`config.mk`:
```
export PLATFORM = sky130hd
export DESIGN_NAME = bemf_sh_seq
export DESIGN_NICKNAME = d
export VERILOG_FILES = /design/src/rtl/bemf_sh_pkg.sv /design/src/rtl/bemf_coil_tracker.sv /design/src/rtl/bemf_decay_tracker.sv /design/src/rtl/bemf_sh_seq.sv
export SDC_FILE = /design/constraint.sdc
export NUM_CORES = 1
export LEC_CHECK = 0
export ABC_AREA = 0
export BUFFER_PORTS_ARGS = -buffer_cell sky130_fd_sc_hd__buf_4
export CORE_AREA = 2 2 39 41
export CTS_CLUSTER_DIAMETER = 200
export CTS_CLUSTER_SIZE = 20
export DETAILED_ROUTE_END_ITERATION = 10
export DIE_AREA = 0 0 41 43
export SYNTH_ARGS = -nofsm -noshare
export SYNTH_HDL_FRONTEND = slang
export SYNTH_SLANG_ARGS = --single-unit
```
`constraint.sdc`:
```
create_clock -name clk -period 1.2 [get_ports clk]
set_input_delay 0.12 -clock clk [delete_from_list [all_inputs] [get_ports clk]]
set_output_delay 0.12 -clock clk [all_outputs]
set_load 0.02 [all_outputs]
```
`src/rtl/bemf_sh_pkg.sv`:
```
package bemf_sh_pkg;

    // Registered output bundle of the sequencer top
    typedef struct packed {
        logic track;
        logic strobe;
        logic div4;
    } seq_out_t;

    localparam seq_out_t SEQ_OUT_RST = '{track: 1'b0, strobe: 1'b0, div4: 1'b0};

endpackage

```
`src/rtl/bemf_coil_tracker.sv`:
```
module bemf_coil_tracker #(
    parameter int COIL_N = 2,
    parameter int COIL_W = (COIL_N > 1) ? $clog2(COIL_N) : 1
) (
    input  logic              clk,
    input  logic              rst_n,
    input  logic [COIL_N-1:0] zero_i,
    output logic              win_o,
    output logic [COIL_W-1:0] coil_o
);

    logic [COIL_W-1:0] coil_d, coil_q;
    logic              found;

    always_comb begin
        coil_d = coil_q;
        found  = 1'b0;
        for (int i = 0; i < COIL_N; i++) begin
            if (zero_i[i] && !found) begin
                coil_d = COIL_W'(i);
                found  = 1'b1;
            end
        end
    end

    always_ff @(posedge clk or negedge rst_n) begin
        if (!rst_n) coil_q <= '0;
        else        coil_q <= coil_d;
    end

    assign win_o  = |zero_i;
    assign coil_o = coil_q;

endmodule

```
`src/rtl/bemf_decay_tracker.sv`:
```
module bemf_decay_tracker (
    input  logic clk,
    input  logic rst_n,
    input  logic win_i,
    input  logic step_i,
    input  logic decay_i,
    output logic settled_o
);

    logic seen_d, seen_q;

    // settled now: either seen earlier in this window or flagged this cycle
    assign settled_o = seen_q | decay_i;

    always_comb begin
        // a step or a closed window starts a fresh observation
        seen_d = win_i & ~step_i & settled_o;
    end

    always_ff @(posedge clk or negedge rst_n) begin
        if (!rst_n) seen_q <= 1'b0;
        else        seen_q <= seen_d;
    end

endmodule

```
`src/rtl/bemf_sh_seq.sv`:
```
module bemf_sh_seq
    import bemf_sh_pkg::*;
#(
    parameter int COIL_N = 2,
    localparam int COIL_W = (COIL_N > 1) ? $clog2(COIL_N) : 1
) (
    input  logic              clk,
    input  logic              rst_n,
    input  logic [COIL_N-1:0] zero_i,
    input  logic              step_i,
    input  logic              decay_done_i,
    input  logic              transp_i,
    input  logic              gain_i,
    output logic              track_o,
    output logic              strobe_o,
    output logic [COIL_W-1:0] coil_sel_o,
    output logic              div4_o
);

    logic     win;
    logic     settled;
    seq_out_t out_d, out_q;

    bemf_coil_tracker #(.COIL_N(COIL_N), .COIL_W(COIL_W)) coil_i (
        .clk    (clk),
        .rst_n  (rst_n),
        .zero_i (zero_i),
        .win_o  (win),
        .coil_o (coil_sel_o)
    );

    bemf_decay_tracker decay_i (
        .clk       (clk),
        .rst_n     (rst_n),
        .win_i     (win),
        .step_i    (step_i),
        .decay_i   (decay_done_i),
        .settled_o (settled)
    );

    always_comb begin
        out_d        = out_q;
        out_d.track  = transp_i & win;
        out_d.strobe = ~transp_i & win & step_i & settled;
        out_d.div4   = gain_i;
    end

    always_ff @(posedge clk or negedge rst_n) begin
        if (!rst_n) out_q <= SEQ_OUT_RST;
        else        out_q <= out_d;
    end

    assign track_o  = out_q.track;
    assign strobe_o = out_q.strobe;
    assign div4_o   = out_q.div4;

endmodule

```
[Word level (Yosys, flattened, before mapping)]
Cells that the tools add are included.
Word-level totals
  bits in registers: 5
  input bits: 8
  word-level logic and storage cells: 21
Cells by class
  reductions and logical operators: 4
  bitwise operators: 9
  mux-type cells: 3
Operator list (count)
  AND 1 bit: 6
  two-way mux 1 bit: 3
  NOT 1 bit: 2
  nonzero test 2 bit: 1
  OR reduction 2 bit: 1
  logical AND 1 bit: 1
  zero test 1 bit: 1
  bitwise OR 1 bit: 1

[Longest topological paths before layout]
  word-level depth: 4
  mapped depth: 2

[Modules after synthesis]
Synthesis repeated with hierarchy kept, for this count alone.
Unflattened totals
  cells, all modules: 11
  area, all modules: 173.9 um^2
Modules (own cells, without submodules)
  bemf_sh_seq: cells each 5, seq. area each 75.1 um^2, times used 1, area each 92.6 um^2
  bemf_coil_tracker: cells each 3, seq. area each 25.0 um^2, times used 1, area each 41.3 um^2
  bemf_decay_tracker: cells each 3, seq. area each 25.0 um^2, times used 1, area each 40.0 um^2

[Worst setup path before layout]
No wires, ideal clock.
  path type: flip-flop to flip-flop
  from: reg decay_i.seen_q
  to: reg out_q (netlist bit strobe_o)
  buffers on the path: 0
  arrival time: 562 ps
  setup time: 128 ps
  slack: 510 ps
  stages on the path, launching flop included: 3
  clock period less this slack: 690 ps
  cell sequence: dfrtp_1 o22ai_1 nor3b_2
RTL lines
  start, declared: line bemf_decay_tracker.sv:10  | logic seen_d, seen_q;
  start signal, assigned: line bemf_decay_tracker.sv:22  | else seen_q <= seen_d;
  end signal, assigned: line bemf_sh_seq.sv:50  | else out_q <= out_d;
  end, declared: line bemf_sh_seq.sv:22  | seq_out_t out_d, out_q;

[Worst setup path after layout]
  from: reg coil_i.coil_q (netlist: coil_i.coil_o)
  to: out coil_sel_o
RTL lines
  start, declared: line bemf_coil_tracker.sv:12  | logic [COIL_W-1:0] coil_d, coil_q;
  start signal, assigned: line bemf_coil_tracker.sv:28  | else coil_q <= coil_d;
  end, declared: line bemf_sh_seq.sv:16  | output logic [COIL_W-1:0] coil_sel_o,
No word-level cell between the ends.

==> flow_summary_export.csv <==
group,metric,value,unit
run_status,status,"complete, no violations",
floorplan,core_area,1380,um^2
synth,yosysMostFrequentCell,"dfrtp_1",
worst_setup_path,start_kind,"flop",
sta,rsz0062_at_grt,"false",
synth,syn_area,163,um^2
clock_tree,cts_buffers,3,
synth,netlist_instances,11,
route,drtIter0Drc,1,
clock_tree,cts.sinks,5,
power,clkPwrFrac,44.0,%
floorplan,die_area,1760,um^2
worst_setup_path,crit_fanout,2,
clock_tree,cts.repair.resized,0,
sta,timing.fmax,1130,MHz
clock_tree,clock_latency,230,ps
global_routing,grt_pass1_wl,614,um
synth,synth_largest_area_cell,"dfrtp_1",
power,power,0.434,mW
power,p_sw_share,22.1,%
final_layout,nNetsFinal,37,
power,p_leak,0.152,nW
power,power-per-cell-area,1390,nW/um^2
floorplan,fp.dieH,43,um
floorplan,ios,12,
floorplan,start_util,11.8,%
worst_hold_path,hold_class,"input pin to flop",
worst_setup_path,critPathCaptureType,"output pin",
worst_setup_path,arrival,760,ps
clock_tree,cts_max_level,1,
synth,yosys-top-cells-area,"dfrtp_1, nor3b_2, nor2_1, o21a_1, o22ai_1",
sta,tns,0,ps
synth,syn_area_per_cell,14.8,um^2
synth,synth_top_area_share,76.9,%
worst_setup_path,crit_required,1080,ps
route,finalWirelength,401,um
synth,synthTopCellsByCount,"dfrtp_1, nor2_1, nor3b_2, o21a_1, o22ai_1",
route,vias_per_cell,3.20,
synth,async_reset_ff_share,100,%
clock_tree,cts_root_buf,"clkbuf_4",
sta,fin_crit_sh,73.6,%
floorplan,rows,14,
job,maxCapViolations,0,
floorplan,fp.dieW,41,um
synth,ys_seq_area_share,76.9,%
sta,fin_skew,0.954,ps
power,ir_worst_vdd,0.394,mV
synth,ys_ff_latch,5,
clock_tree,cts_setup_buffers,0,
power,comb_power_share,14.0,%
synth,synth-edff-count,0,
power,pwr-share-seq,42.0,%
global_routing,grt_pass1_vias,153,
sta,period_needed,884,ps
final_layout,multiInputGateArea,37.5,um^2
power,p_switching,0.0958,mW
global_routing,antenna_found_initial,0,
route,wire_per_inst,9.11,um
worst_setup_path,crit_path_cell_trace,"buf_4",
final_layout,n_fill_cell,152,
placed_design,gp_congestion,0.545,
final_layout,drive_gt1_share,53.6,%
worst_setup_path,slowest_delay,370,ps
final_layout,syn_to_final_growth,91.5,%
final_layout,seq_area,125,um^2
synth,yosysWarnings,0,
clock_tree,path_clk_slew,40,ps
route,ant_nets,0,
global_routing,grt.overflow.total,0,
sta,drv_slew,0,
global_routing,grtUsageTotal,5.75,%
sta,finalHoldViolCount,0,
synth,syn_nets,19,
final_layout,diodes,0,
clock_tree,cts_tree,"done",
sta,tightest_slew,228,ps
clock_tree,clockBufferDepth,2,
route,vias,141,
worst_setup_path,cp_slowest_cell,"dfrtp_1",
placed_design,io_buffers,11,
route,drc,0,
synth,synth-main-ff-cell,"dfrtp_1",
sta,relSlewSlack,84.8,%
worst_setup_path,cpLargestDelayFamily,"flip-flops",
power,power.internal,0.338,mW
synth,yosys.cell_types.count,5,
worst_setup_path,path_buf_inv,1,
worst_setup_path,worstSetupPathType,"flop to output pin",
sta,finalSetupViolations,0,
route,dr.pass1.iters,2,
global_routing,grt_max_degree,6,
per-stage QoR:
stage / area (um^2) / utilization, % / instances / worst slack [ps] / hold WS [ps]
2_1_floorplan: 163 / - / 11 / 510 / -176
3_3_place_gp: 265 / 19.2 / 38 / 496 / -75.9
3_5_place_dp: 265 / 19.2 / 38 / 480 / -75.2
4_1_cts: 312 / 22.5 / 44 / 302 / 37.6
5_1_grt: 312 / 22.5 / 44 / 277 / 36.6
6_report: 312 / 22.5 / 44 / 316 / 47.9
per-layer routing:
layer / GRT usage [%] / wire length (um)
met4: 4.00 / 0
met2: 5.94 / 144
met1: 7.49 / 196
met3: 4.71 / 60
met5: 0 / 0
power by group through the flow:
stage,registers (mW),logic (mW),clock network [mW]
2_1_floorplan,0.195,0.00916,0
3_5_place_dp,0.185,0.0568,0
4_1_cts,0.182,0.0622,0.200
5_1_grt,0.183,0.0664,0.222
6_report,0.182,0.0610,0.191
3_3_place_gp,0.184,0.0559,0
state kept, by name, indices dropped and copies added (netlist names):
register	count
coil_i.coil_o	1
div4_o	1
decay_i.seen_q	1
strobe_o	1
track_o	1
area by class of cell:
class                      count  area share [%]
timing repair buffer          13            32.9
multi-input combinational      6            12.0
clock buffer                   4            8.43
tap                           16            6.43
sequential                     5            40.2
final timing paths:
path | startpoint | slack, ps | endpoint | depth (start not counted)
setup / recovery | coil_i.coil_o | 320 | coil_sel_o | 1
hold / removal | step_i | 50 | decay_i.seen_q | 2
setup reg to reg | decay_i.seen_q | 460 | strobe_o | 2
hold reg to reg | coil_i.coil_o | 500 | coil_i.coil_o | 2
max in group asynchronous | rst_n | 870 | strobe_o | 2
min in group asynchronous | rst_n | 230 | coil_i.coil_o | 2
what timing repair did:
action | in CTS | in global routing
hold buffers | 2 | 0
endpoints found under the setup margin | 0 | 0
endpoints found under the hold margin | 6 | 0
logic make-up after synthesis:
kind of cell	synth area share [%]
AOI/OAI and AO/OA	8.47
DFF	76.9
and+or+nand+nor	14.6
cells in the final DEF, fill, tap and decap left out:
cell type,netlist,layout
buf_4,0,11
clkbuf_1,0,1
clkbuf_4,0,3
dfrtp_1,5,5
dlygate4sd3_1,0,2
nor2_1,3,3
nor3b_2,1,1
o21a_1,1,1
o22ai_1,1,1
Power figures use the tool's default switching activity.
